File: config.mk
export PLATFORM = sky130hd
export DESIGN_NAME = rtc_index_regs
export DESIGN_NICKNAME = d
export VERILOG_FILES = /design/src/rtl/rtc_idx_pkg.sv /design/src/rtl/rtc_tod_fmt.sv /design/src/rtl/rtc_reg_bank.sv /design/src/rtl/rtc_bus_port.sv /design/src/rtl/rtc_index_regs.sv
export SDC_FILE = /design/constraint.sdc
export NUM_CORES = 2
export LEC_CHECK = 0
export BUFFER_PORTS_ARGS = -buffer_cell sky130_fd_sc_hd__buf_2
export CAP_MARGIN = 20
export CORE_MARGIN = 2
export CORE_UTILIZATION = 55
export CTS_CLUSTER_SIZE = 8
export DETAILED_ROUTE_END_ITERATION = 10
export GPL_TIMING_DRIVEN = 1
export HOLD_SLACK_MARGIN = 0.12
export PLACE_DENSITY = 0.71
export SYNTH_ARGS = -nofsm -noshare
export SYNTH_HDL_FRONTEND = slang
export SYNTH_SLANG_ARGS = --single-unit
File: constraint.sdc
create_clock -name clk_i -period 3.8 [get_ports clk_i]
set_input_delay 0.19 -clock clk_i [delete_from_list [all_inputs] [get_ports clk_i]]
set_output_delay 0.19 -clock clk_i [all_outputs]
set_load 0.02 [all_outputs]
File: src/rtl/rtc_idx_pkg.sv
package rtc_idx_pkg;
  localparam int unsigned OFS_SEC  = 0;
  localparam int unsigned OFS_MIN  = 2;
  localparam int unsigned OFS_HOUR = 4;
  localparam int unsigned OFS_WDAY = 6;
  localparam int unsigned OFS_MDAY = 7;
  localparam int unsigned OFS_MON  = 8;
  localparam int unsigned OFS_YEAR = 9;
  localparam int unsigned OFS_CTLB = 11;
  localparam int unsigned OFS_CTLD = 13;

  localparam int unsigned CTLB_FREEZE_BIT = 7;
  localparam int unsigned CTLB_BIN_BIT    = 2;
  localparam int unsigned CTLD_VALID_BIT  = 7;

  typedef struct packed {
    logic [7:0] sec;
    logic [7:0] min;
    logic [7:0] hour;
    logic [7:0] wday;
    logic [7:0] mday;
    logic [7:0] mon;
    logic [7:0] year;
  } tod_t;

  function automatic logic [7:0] bin2bcd(input logic [6:0] v);
    logic [6:0] tens, units;
    tens  = v / 7'd10;
    units = v % 7'd10;
    return {tens[3:0], units[3:0]};
  endfunction
endpackage

File: src/rtl/rtc_tod_fmt.sv
module rtc_tod_fmt
  import rtc_idx_pkg::*;
#(
  parameter bit BCD_MODE = 1'b1
) (
  input  logic [5:0] sec_i,
  input  logic [5:0] min_i,
  input  logic [4:0] hour_i,
  input  logic [2:0] wday_i,
  input  logic [4:0] mday_i,
  input  logic [3:0] mon_i,
  input  logic [7:0] year_i,
  output tod_t       tod_o
);
  logic [6:0] sec_b, min_b, hour_b, wday_b, mday_b, mon_b, year_b;
  logic [7:0] year_mod;

  always_comb begin
    year_mod = year_i % 8'd100;
    sec_b    = {1'b0, sec_i};
    min_b    = {1'b0, min_i};
    hour_b   = {2'b0, hour_i};
    wday_b   = {4'b0, wday_i} + 7'd1;
    mday_b   = {2'b0, mday_i};
    mon_b    = {3'b0, mon_i} + 7'd1;
    year_b   = year_mod[6:0];
  end

  generate
    if (BCD_MODE) begin : g_bcd
      assign tod_o = '{sec: bin2bcd(sec_b), min: bin2bcd(min_b),
                       hour: bin2bcd(hour_b), wday: bin2bcd(wday_b),
                       mday: bin2bcd(mday_b), mon: bin2bcd(mon_b),
                       year: bin2bcd(year_b)};
    end else begin : g_bin
      assign tod_o = '{sec: {1'b0, sec_b}, min: {1'b0, min_b},
                       hour: {1'b0, hour_b}, wday: {1'b0, wday_b},
                       mday: {1'b0, mday_b}, mon: {1'b0, mon_b},
                       year: {1'b0, year_b}};
    end
  endgenerate
endmodule

File: src/rtl/rtc_reg_bank.sv
module rtc_reg_bank
  import rtc_idx_pkg::*;
#(
  parameter int unsigned IDX_W    = 7,
  parameter bit          BCD_MODE = 1'b1
) (
  input  logic             clk_i,
  input  logic             rst_ni,
  input  logic             wr_en_i,
  input  logic [IDX_W-1:0] idx_i,
  input  logic [7:0]       wr_data_i,
  input  logic             ld_i,
  input  tod_t             tod_i,
  output logic [7:0]       rd_data_o
);
  localparam int unsigned DEPTH = 1 << IDX_W;
  localparam logic [IDX_W-1:0] IDX_CTLB = IDX_W'(OFS_CTLB);
  localparam logic [IDX_W-1:0] IDX_CTLD = IDX_W'(OFS_CTLD);

  logic [7:0] mem_q [DEPTH];
  logic       freeze;
  logic [7:0] wr_val;

  assign freeze = mem_q[OFS_CTLB][CTLB_FREEZE_BIT];

  always_comb begin
    wr_val = wr_data_i;
    if (idx_i == IDX_CTLB) wr_val[CTLB_BIN_BIT] = ~BCD_MODE;
  end

  always_ff @(posedge clk_i or negedge rst_ni) begin
    if (!rst_ni) begin
      for (int i = 0; i < int'(DEPTH); i++) mem_q[i] <= '0;
      mem_q[OFS_CTLB][CTLB_BIN_BIT] <= ~BCD_MODE;
    end else begin
      if (ld_i && !freeze) begin
        mem_q[OFS_SEC]  <= tod_i.sec;
        mem_q[OFS_MIN]  <= tod_i.min;
        mem_q[OFS_HOUR] <= tod_i.hour;
        mem_q[OFS_WDAY] <= tod_i.wday;
        mem_q[OFS_MDAY] <= tod_i.mday;
        mem_q[OFS_MON]  <= tod_i.mon;
        mem_q[OFS_YEAR] <= tod_i.year;
      end
      // bus write placed last so it wins over a same-cycle load
      if (wr_en_i) mem_q[idx_i] <= wr_val;
    end
  end

  always_comb begin
    rd_data_o = mem_q[idx_i];
    if (idx_i == IDX_CTLD) rd_data_o[CTLD_VALID_BIT] = 1'b1;
  end
endmodule

File: src/rtl/rtc_bus_port.sv
module rtc_bus_port #(
  parameter int unsigned IDX_W = 7
) (
  input  logic             clk_i,
  input  logic             rst_ni,
  input  logic             addr_i,
  input  logic             wr_i,
  input  logic             rd_i,
  input  logic [7:0]       wdata_i,
  input  logic [7:0]       reg_rdata_i,
  output logic [IDX_W-1:0] idx_o,
  output logic             reg_wr_o,
  output logic [7:0]       rdata_o
);
  logic [IDX_W-1:0] idx_q;
  logic [7:0]       rdata_q;

  assign idx_o    = idx_q;
  assign reg_wr_o = wr_i & addr_i;
  assign rdata_o  = rdata_q;

  always_ff @(posedge clk_i or negedge rst_ni) begin
    if (!rst_ni) begin
      idx_q   <= '0;
      rdata_q <= '0;
    end else begin
      if (wr_i && !addr_i) idx_q <= wdata_i[IDX_W-1:0];
      if (rd_i) rdata_q <= addr_i ? reg_rdata_i : 8'(idx_q);
    end
  end
endmodule

File: src/rtl/rtc_index_regs.sv
module rtc_index_regs
  import rtc_idx_pkg::*;
#(
  parameter int unsigned IDX_W    = 7,
  parameter bit          BCD_MODE = 1'b1
) (
  input  logic       clk_i,
  input  logic       rst_ni,
  input  logic       addr_i,
  input  logic       wr_i,
  input  logic       rd_i,
  input  logic [7:0] wdata_i,
  output logic [7:0] rdata_o,
  input  logic       ld_i,
  input  logic [5:0] ld_sec_i,
  input  logic [5:0] ld_min_i,
  input  logic [4:0] ld_hour_i,
  input  logic [2:0] ld_wday_i,
  input  logic [4:0] ld_mday_i,
  input  logic [3:0] ld_mon_i,
  input  logic [7:0] ld_year_i
);
  logic [IDX_W-1:0] idx;
  logic             reg_wr;
  logic [7:0]       reg_rdata;
  tod_t             tod;

  rtc_bus_port #(.IDX_W(IDX_W)) u_port (
    .clk_i(clk_i), .rst_ni(rst_ni), .addr_i(addr_i), .wr_i(wr_i),
    .rd_i(rd_i), .wdata_i(wdata_i), .reg_rdata_i(reg_rdata),
    .idx_o(idx), .reg_wr_o(reg_wr), .rdata_o(rdata_o)
  );

  rtc_tod_fmt #(.BCD_MODE(BCD_MODE)) u_fmt (
    .sec_i(ld_sec_i), .min_i(ld_min_i), .hour_i(ld_hour_i),
    .wday_i(ld_wday_i), .mday_i(ld_mday_i), .mon_i(ld_mon_i),
    .year_i(ld_year_i), .tod_o(tod)
  );

  rtc_reg_bank #(.IDX_W(IDX_W), .BCD_MODE(BCD_MODE)) u_bank (
    .clk_i(clk_i), .rst_ni(rst_ni), .wr_en_i(reg_wr), .idx_i(idx),
    .wr_data_i(wdata_i), .ld_i(ld_i), .tod_i(tod), .rd_data_o(reg_rdata)
  );
endmodule

==> results.cfg <==
[sta]
fin_setup_tns_ns = 0
relSlewSlack_pct = 29.9
worst_slack_ns = 0.215
setup_viol = 0
drv_slew = 0
hold_viol_final = 0
min_period_ns = 3.58
finalClockSkew_ns = 0.0427
grt_setup_unrepaired = no
fmax_mhz = 279
fin_crit_sh_pct = 94.3
worstMarginPinSlew_ns = 1.05

[synth]
synth-seq-area-share_pct = 52.4
ys.flop_type = dfrtp_1
syn-mean-instance-area_sq_um = 12.4
synthSimpleGateAreaFrac_pct = 5.19
yosysMostFrequentCell = mux2_2
synth_cell_type_count = 72
async_flop_share_pct = 100
synth_edf_count = 0
muxShareOfSynthArea_pct = 29.1
synth_top_family_by_area = multiplexers
synthesis.area_sq_um = 49600
synthTopCellsByCount = 1061 x mux2_2, 1038 x dfrtp_1, 300 x nor2_1, 242 x clkbuf_1, 230 x a21oi_1
ys_seq_elements = 1038
netlist_instances = 4000
synth_xor_xnor_area_share_pct = 0.348
synthAdderAreaFrac_pct = 0.545
yosys.area.top_type = dfrtp_1
synth_top_area_share_pct = 52.4
synth.area.top_cells = dfrtp_1 52%, mux2_2 24%, mux2i_1 2.6%
synth_compound_area_share_pct = 9.92
ys_warn_count = 0
syn_nets = 4071

[power]
p_switching_uw = 8390
seq_power_share_pct = 43.2
ir_drop_v = 0.000438
p_sw_share_pct = 28.3
pwr-share-clk_pct = 39.6
p_int_uw = 21300
p_per_area_nw_per_um2 = 514
p_comb_share_pct = 17.1
leakage_uw = 0.0271

[floorplanning]
num_rows = 110
core-area_sq_um = 89700
fp.dieW_microns = 304
start_util_pct = 55.3
die_h_microns = 304
pin_count = 59
dieArea_sq_um = 92600

[place]
dp_hpwl_microns = 98200
portBuffers = 58
place_congestion = 0.957
placed_cells = 5221
dp_slack_ns = 0.163

[routing]
first_pass_iters = 8
wirelength_microns = 154000
ant_nets = 0
vias_per_cell = 6.65
route.detailed.drc = 0
drt_iter0_drc = 3720
dr_total_vias = 36200
wire_per_inst_microns = 28.3

[clock_tree]
cts_tree = done
insertion_delay_ns = 0.75
cts_buffer_depth = 3
cts_sinks = 1038
cts_buffers = 147
path_clk_slew_ns = 0.05
clockRootBuffer = clkbuf_16
htree_levels = 4

[finish]
layout.nets = 4329
syn2layout_area_growth_pct = 16.2
postLayoutCoreUtil_pct = 64.3
seq_area_sq_um = 26000
n_antenna_cell = 0
multi_input_area_sq_um = 22500
drive_gt1_share_pct = 39.0
finalNonFillerCells = 5450
fillers = 6743

[worst_setup_path]
path_class = register to register
r2r_start = u_port.idx_o[1]
crit_fanout = 30
crit_path_end_kind = register
ff2ff_setup_slack_ns = 0.22
critical_path_required_ns = 4.43
cp-start-kind = register
rr_endpoint = u_port.rdata_o[3]
ff2ff_path_depth = 11
cp_data_arrival_time_ns = 4.21

[global_route]
grt_antenna_before_repair = 5
grt_pass1_wl_microns = 236000
overflow = 0
track_usage_pct = 33.5
grt_max_degree = 130
grt_pass1_vias = 36800

[worst_hold_path]
min-delay-path-class = primary input to asynchronous set/reset pin

[run]
maxCapViolCount = 0

[status]
status = completed
[cells in the final DEF, fill, tap and decap left out, types with 7 or more instances in the layout]
cell type,count
a211oi_1,24
buf_2,50
ha_1,20
nor4_1,13
nor3_1,23
inv_1,25
xnor2_1,10
mux2_2,1061
a221o_1,12
o211ai_1,14
a22oi_1,51
nor2_4,8
buf_4,256
and3_1,7
dlygate4sd3_1,63
o221ai_1,14
nand2b_1,11
nor2_1,289
a221oi_1,127
a31oi_1,13
o22ai_1,43
nand2_1,170
nor2b_1,13
mux2i_1,131
o21ai_0,153
nand3_1,25
buf_12,40
mux4_2,52
a21oi_1,230
clkbuf_16,150
dfrtp_1,1034
a22o_1,17
[layout make-up]
cell class                 count  share of cell area [%]
clock inverter                12                   0.391
clock buffer                 153                    6.55
timing repair buffer         410                    6.28
inverter                      29                   0.189
tap                         1176                    2.55
sequential                  1038                    45.1
multi-input combinational   2632                    39.0
[layer usage]
layer,vias to the layer above,global-route usage [%],part of all wire (%)
met4,8,15.2,4.6
met3,436,8.31,9.4
li1,15200,-,-
met1,18800,46.4,41
met5,-,0,0.030
met2,1790,50.0,45
[worst max path at each step]
stage	cells past startpoint	to	start
floorplan	15	u_bank.mem_q[945]	ld_year_i[2]
global placement	14	u_bank.mem_q[945]	ld_year_i[0]
detailed placement	14	u_bank.mem_q[945]	ld_year_i[0]
CTS	11	u_port.rdata_o[2]	u_port.idx_o[2]
global route	14	u_bank.mem_q[1019]	ld_sec_i[5]
finish	11	u_port.rdata_o[3]	u_port.idx_o[1]
[logic make-up after synthesis]
group,Yosys count
and+or+nand+nor,601
adders and majority gates,22
muxes,1244
buffers and inverters,330
xor gates and xnor gates,18
AOI/OAI and AO/OA,747
DFF,1038
[power groups by stage]
stage / clock network [uW] / logic (uW) / registers (uW)
global placement: 0 / 4790 / 12900
floorplan: 0 / 2970 / 12700
CTS: 11900 / 4970 / 12800
global route: 12400 / 5370 / 12900
finish: 11700 / 5080 / 12800
detailed placement: 0 / 4870 / 12900
[critical path: stages, from the launching register on]
cell and delay, ns:
dfrtp_4 0.68, buf_12 0.31, mux4_2 0.53, nor2_1 0.09
a21oi_1 0.06, a221oi_1 0.68, o22ai_1 0.19, a211o_1 0.28
nor4_1 0.23, o21ai_0 0.17, o211ai_1 0.11, o21ai_0 0.10
[through the flow]
| stage | total power [uW] | hold WS, ns | instance area (sq um) |
|---|---|---|---|
| after global routing | 30600 | 0.161 | 57700 |
| after floorplan | 15700 | -0.106 | 49600 |
| after detailed placement | 17800 | 0.284 | 53000 |
| after CTS | 29600 | 0.124 | 57600 |
| final | 29600 | 0.127 | 57700 |
| after global placement | 17700 | 0.282 | 53000 |
[repair_timing]
item,4_1_cts,5_1_grt
endpoints found under the hold margin,464,5
gates resized for setup,0,0
hold buffers,62,1
endpoints found under the setup margin,0,0
buffers inserted,0,0
(Power assumes the default switching activity.)
